File: src/rtl/pcs_tx_pkg.sv
package pcs_tx_pkg;
   localparam int unsigned CG_W = 8;

   localparam logic [CG_W-1:0] CG_COMMA   = 8'hBC; // K28.5
   localparam logic [CG_W-1:0] CG_IDLE_D  = 8'h50; // D16.2
   localparam logic [CG_W-1:0] CG_SOP     = 8'hFB; // K27.7
   localparam logic [CG_W-1:0] CG_EOP     = 8'hFD; // K29.7
   localparam logic [CG_W-1:0] CG_CARRIER = 8'hF7; // K23.7

   typedef enum logic [1:0] {
      ST_IDLE,
      ST_FRAME,
      ST_TERM,
      ST_PAD
   } tx_state_e;
endpackage

File: src/rtl/tx_parity_toggle.sv
module tx_parity_toggle (
   input  logic clk,
   input  logic rst,
   output logic next_odd
);
   // Parity of the code group the next clock edge will produce.
   // Reset loads the even idle comma, so the first free edge is odd.
   always_ff @(posedge clk) begin
      if (rst) next_odd <= 1'b1;
      else     next_odd <= ~next_odd;
   end
endmodule

File: src/rtl/tx_byte_pipe.sv
module tx_byte_pipe #(
   parameter int unsigned W     = 8,
   parameter int unsigned DEPTH = 2
) (
   input  logic                      clk,
   input  logic                      rst,
   input  logic                      in_en,
   input  logic [W-1:0]              in_d,
   output logic [DEPTH-1:0]          tap_en,
   output logic [DEPTH-1:0][W-1:0]   tap_d
);
   if (DEPTH < 2) begin : g_bad_depth
      $error("tx_byte_pipe needs at least two stages");
   end

   always_ff @(posedge clk) begin
      if (rst) tap_en <= '0;
      else     tap_en <= {tap_en[DEPTH-2:0], in_en};
      tap_d <= {tap_d[DEPTH-2:0], in_d};
   end
endmodule

File: src/rtl/tx_cg_fsm.sv
module tx_cg_fsm
   import pcs_tx_pkg::*;
#(
   parameter int unsigned W = 8
) (
   input  logic         clk,
   input  logic         rst,
   input  logic         next_odd,
   input  logic         en_a,
   input  logic [W-1:0] d_a,
   input  logic         en_b,
   input  logic [W-1:0] d_b,
   output logic [W-1:0] cg_d,
   output logic         cg_k
);
   if (W != CG_W) begin : g_bad_width
      $error("tx_cg_fsm supports 8-bit code groups only");
   end

   tx_state_e   state;
   logic        use_late;   // frame runs one stage behind
   logic        pending;    // enable seen during odd idle half
   logic        cur_en;
   logic [W-1:0] cur_d;
   logic        out_odd;

   assign cur_en  = use_late ? en_b : en_a;
   assign cur_d   = use_late ? d_b  : d_a;
   assign out_odd = ~next_odd;

   always_ff @(posedge clk) begin
      if (rst) begin
         state    <= ST_IDLE;
         use_late <= 1'b0;
         pending  <= 1'b0;
         cg_d     <= CG_COMMA;
         cg_k     <= 1'b1;
      end else begin
         unique case (state)
            ST_IDLE: begin
               if (!next_odd) begin
                  if (pending || en_a) begin
                     cg_d     <= CG_SOP;
                     cg_k     <= 1'b1;
                     use_late <= pending;
                     pending  <= 1'b0;
                     state    <= ST_FRAME;
                  end else begin
                     cg_d <= CG_COMMA;
                     cg_k <= 1'b1;
                  end
               end else begin
                  cg_d    <= CG_IDLE_D;
                  cg_k    <= 1'b0;
                  pending <= en_a;
               end
            end
            ST_FRAME: begin
               if (cur_en) begin
                  cg_d <= cur_d;
                  cg_k <= 1'b0;
               end else begin
                  cg_d  <= CG_EOP;
                  cg_k  <= 1'b1;
                  state <= ST_TERM;
               end
            end
            ST_TERM: begin
               cg_d  <= CG_CARRIER;
               cg_k  <= 1'b1;
               state <= next_odd ? ST_IDLE : ST_PAD;
            end
            ST_PAD: begin
               cg_d  <= CG_CARRIER;
               cg_k  <= 1'b1;
               state <= ST_IDLE;
            end
            default: state <= ST_IDLE;
         endcase
      end
   end

   // a comma always sits on an even position and is followed by D16.2
   p_comma_even_r1: assert property (@(posedge clk) disable iff (rst)
      (cg_k && cg_d == CG_COMMA) |-> !out_odd);
   p_comma_pair_r1: assert property (@(posedge clk) disable iff (rst)
      (cg_k && cg_d == CG_COMMA) |=> (!cg_k && cg_d == CG_IDLE_D));
   // the start delimiter is always on an even position
   p_sop_even_r3: assert property (@(posedge clk) disable iff (rst)
      (cg_k && cg_d == CG_SOP) |-> !out_odd);
   // end delimiter is followed by carrier extend
   p_eop_then_ext_r5: assert property (@(posedge clk) disable iff (rst)
      (cg_k && cg_d == CG_EOP) |=> (cg_k && cg_d == CG_CARRIER));
   // after carrier extend comes another one or an even position
   p_realign_r6: assert property (@(posedge clk) disable iff (rst)
      (cg_k && cg_d == CG_CARRIER) |=> ((cg_k && cg_d == CG_CARRIER) || !out_odd));
endmodule

File: src/rtl/pcs_tx_coder.sv
module pcs_tx_coder #(
   parameter int unsigned DATA_W = 8
) (
   input  logic              clk,
   input  logic              rst,
   input  logic              gmii_en,
   input  logic [DATA_W-1:0] gmii_d,
   output logic [DATA_W-1:0] cg_data,
   output logic              cg_is_k
);
   localparam int unsigned ALIGN_STAGES = 2;

   if (DATA_W != 8) begin : g_bad_width
      $error("pcs_tx_coder: DATA_W must be 8");
   end

   logic                                next_odd;
   logic [ALIGN_STAGES-1:0]             tap_en;
   logic [ALIGN_STAGES-1:0][DATA_W-1:0] tap_d;

   tx_parity_toggle u_parity (
      .clk      (clk),
      .rst      (rst),
      .next_odd (next_odd)
   );

   tx_byte_pipe #(.W(DATA_W), .DEPTH(ALIGN_STAGES)) u_pipe (
      .clk    (clk),
      .rst    (rst),
      .in_en  (gmii_en),
      .in_d   (gmii_d),
      .tap_en (tap_en),
      .tap_d  (tap_d)
   );

   tx_cg_fsm #(.W(DATA_W)) u_fsm (
      .clk      (clk),
      .rst      (rst),
      .next_odd (next_odd),
      .en_a     (tap_en[0]),
      .d_a      (tap_d[0]),
      .en_b     (tap_en[1]),
      .d_b      (tap_d[1]),
      .cg_d     (cg_data),
      .cg_k     (cg_is_k)
   );
endmodule

File: config.mk
export PLATFORM = sky130hd
export DESIGN_NAME = pcs_tx_coder
export DESIGN_NICKNAME = d
export VERILOG_FILES = /design/src/rtl/pcs_tx_pkg.sv /design/src/rtl/tx_parity_toggle.sv /design/src/rtl/tx_byte_pipe.sv /design/src/rtl/tx_cg_fsm.sv /design/src/rtl/pcs_tx_coder.sv
export SDC_FILE = /design/constraint.sdc
export NUM_CORES = 1
export LEC_CHECK = 0
export ABC_AREA = 1
export BUFFER_PORTS_ARGS = -buffer_cell sky130_fd_sc_hd__buf_2
export CAP_MARGIN = 10
export CORE_UTILIZATION = 45
export DETAILED_ROUTE_END_ITERATION = 8
export MAX_ROUTING_LAYER = met4
export PLACE_DENSITY = 0.81
export SLEW_MARGIN = 10
export SYNTH_ARGS = -nofsm -noshare
export SYNTH_HDL_FRONTEND = slang
export SYNTH_SLANG_ARGS = --single-unit
File: constraint.sdc
create_clock -name clk -period 0.91 [get_ports clk]
set_input_delay 0.091 -clock clk [delete_from_list [all_inputs] [get_ports clk]]
set_output_delay 0.091 -clock clk [all_outputs]
set_load 0.05 [all_outputs]
==> results.toml <==
[detailed_routing]
drc = 0
drt_iter0_markers = 11
wl_per_cell_um = 11.76
drtAntennaViolNets = 0
wirelength_mm = 2.234
vias = 891
avgViaCountPerCell = 4.689
first_pass_iters = 4

[clock_tree]
clock_path_buffers = 2
cts_tree = "built"
clock_latency_ps = 330
cts_max_level = 2
cts_root_buf = "clkbuf_4"
clock_sinks = 32
clk_pin_slew_ps = 100
numCtsBuffers = 5

[global_routing]
grtUsageMet3 = 0.07576
grt_overflow_total = 0
antenna_found_initial = 0
grt_pass1_wl_mm = 3.574
use_met1 = 0.1965
busiest_layer = "met2"
grt_usage = 0.2061
grt_max_degree = 13
grt_pass1_vias = 902
met2_usage = 0.3622

[critical_path]
cp-end-kind = "flip-flop"
critPathLaunchType = "flip-flop"
crit_type = "reg2reg"
required_ps = 1140
regToRegSetupSlack_ps = -120
worst_path_most_repeated_cell = "nor2_1"
timing.rr.start = "u_fsm.state[0]"
cp_slowest_stage_delay_ps = 380
timing.rr.end = "u_fsm.cg_d[2]"
rr_worst_depth = 5
worstPathCellList = "inv_2, nor2_4, nand3_4, nor2_1, nor2_1"
cp.arrival_ps = 1260
cp_max_fo = 4
crit_slowest_cell = "dfxtp_2"

[hold_path]
min_from = "rst"
whs_path_depth = 2
hp-class = "in2reg"
hold_end = "u_pipe.tap_en[0]"

[cells_and_area]
fin_nets = 172
drive_above_1_share = 0.5309
diodes = 0
stdcell_area_mm2 = 0.001628
fin_cells = 190
area.growth.synth_to_final_pct = 55.81

[pwr]
ir_drop_mv = 1.569
pwr-share-comb = 0.147
p_switching_w = 0.0008027
swShare = 0.2619
internal_power_w = 0.002262
clockPowerShare = 0.354
power.leakage_nw = 0.7601
p_per_area_mw_per_mm2 = 1883
p_seq_frac = 0.499

[timing]
tightest_slew_ps = 226.5
final.setup.worst_slack_ps = -118.6
maxSlewHeadroom = 0.8487
fin_skew_ps = 7.331
finalHoldViolations = 0
finalMaxSlewViolations = 0
rsz0062_at_grt = "true"
fmax_mhz = 972.2
setup_viol = 13
fin_crit_sh = 1.130
fin_crit_ps = 1029

[yosys]
synth_area_mm2 = 0.001045
ys.warnings.count = 0
synth_fp_nets = 127
synth.area.top_cells = "dfxtp_1 (61%), nand2_1 (11%), nand3_1 (5.3%)"
synth_area_leader_cell = "dfxtp_1"
avgSynthCellArea_um2 = 9.006
synth_top_area_share = 0.6132
seq_area_frac_synth = 0.6132
yosys.cell_types.count = 17
synth.ff_latch_count = 32
syn_inst = 116

[floorplanning]
std_cell_rows = 17
die_h_um = 50.19
core_mm2 = 0.002191
start_util = 0.4769
fp.dieArea_mm2 = 0.002519
pin_count = 20
die_w_um = 50.19

[place]
dpl.cell_count = 171
hpwl_mm = 1.509
placed_cell_area_mm2 = 0.001242
portBuffers = 19
gp_congestion = 0.8258

[run_status]
violations = "setup timing"
outcome = "complete, but fails checks"

[run]
cap_violations = 0
synthesized netlist by cell type (all sizes together):
library cell,number
nand3,12
inv,14
or2,3
o211ai,2
o21ai,6
nand2,35
a21oi,2
dfxtp,32
nor2,9
buf,1
cell families (layout without fill, tap and decap cells):
group | Yosys count | in the layout | synth area share
and+or+nand+nor | 59 | 59 | 0.2671
buffers and inverters | 15 | 61 | 0.06348
DFF | 32 | 32 | 0.6132
AOI/OAI and AO/OA | 10 | 10 | 0.05628
worst max-delay path by stage:
stage	startpoint	to	slack (ps)	depth (start not counted)
2_1_floorplan	u_fsm.state[0]	u_fsm.cg_d[5]	-10	4
3_3_place_gp	u_fsm.state[0]	u_fsm.cg_d[5]	-110	4
3_5_place_dp	u_fsm.state[0]	u_fsm.cg_d[7]	-120	4
4_1_cts	u_fsm.state[1]	u_fsm.cg_d[7]	-110	4
5_1_grt	u_fsm.state[1]	u_fsm.cg_d[2]	-160	4
6_report	u_fsm.state[0]	u_fsm.cg_d[2]	-120	5
critical path, delay by kind of cell, from the launching register on:
family	cells	cell delay, ps
buf+inv	1	60
simple gates	4	480
flops	1	380
placed cells by master (no fill, tap or decap), types with 7 or more instances in the layout:
cell and count:
buf_2 10, buf_4 11, buf_6 8, dfxtp_1 18, dfxtp_2 12, dlygate4sd3_1 9
inv_1 8, nand2_1 22, nand2_2 7, nand3_1 7
layer usage:
layer / up-vias / routed length, µm
li1: 456 / -
met1: 405 / 867
met2: 26 / 1231
met3: 4 / 106
met4: 0 / 28
met5: - / 0
repair_timing:
action	CTS	global route
gates resized for setup	46	19
pin swaps	8	3
endpoints found under the setup margin	22	22
endpoints found under the hold margin	9	0
hold buffers	9	0
buffers inserted	1	1
power groups by stage:
stage               clock [W]  combinational (W)  sequential (W)
detailed placement          0           0.000324         0.00155
finish                0.00109           0.000450         0.00153
global placement            0           0.000321         0.00154
global route          0.00116           0.000479         0.00154
floorplan                   0           0.000121         0.00164
CTS                   0.00111           0.000421         0.00153
flip-flops by register name, summed over array words and instances (netlist names):
name               flops
u_fsm.cg_d             8
u_fsm.cg_k             1
u_fsm.pending          1
u_fsm.state            2
u_fsm.use_late         1
u_parity.next_odd      1
u_pipe.tap_d          16
u_pipe.tap_en          2
stage by stage:
stage / setup TNS, ps / hold WS [ps] / worst slack (ps) / power (W) / utilization
2_1_floorplan: -31.71 / 118.7 / -11.10 / 0.001762 / -
3_3_place_gp: -759.0 / 193.4 / -108.3 / 0.001862 / 0.5671
3_5_place_dp: -846.2 / 196.0 / -120.6 / 0.001873 / 0.5671
4_1_cts: -1138 / 51.68 / -109.7 / 0.003060 / 0.7105
5_1_grt: -1879 / 80.44 / -157.0 / 0.003177 / 0.7430
6_report: -1054 / 71.05 / -118.6 / 0.003065 / 0.7430
cell type report:
| class | instances | area, µm² |
|---|---|---|
| repair buffers | 39 | 327.8 |
| flip-flops and latches | 32 | 663.1 |
| well taps | 28 | 35.03 |
| fillers | 156 | 563.0 |
| inverters | 14 | 60.06 |
| multi-input cells | 69 | 457.9 |
| clock inverters | 3 | 46.29 |
| clock buffers | 5 | 37.54 |
No activity file was read; power rests on OpenSTA's default activity.
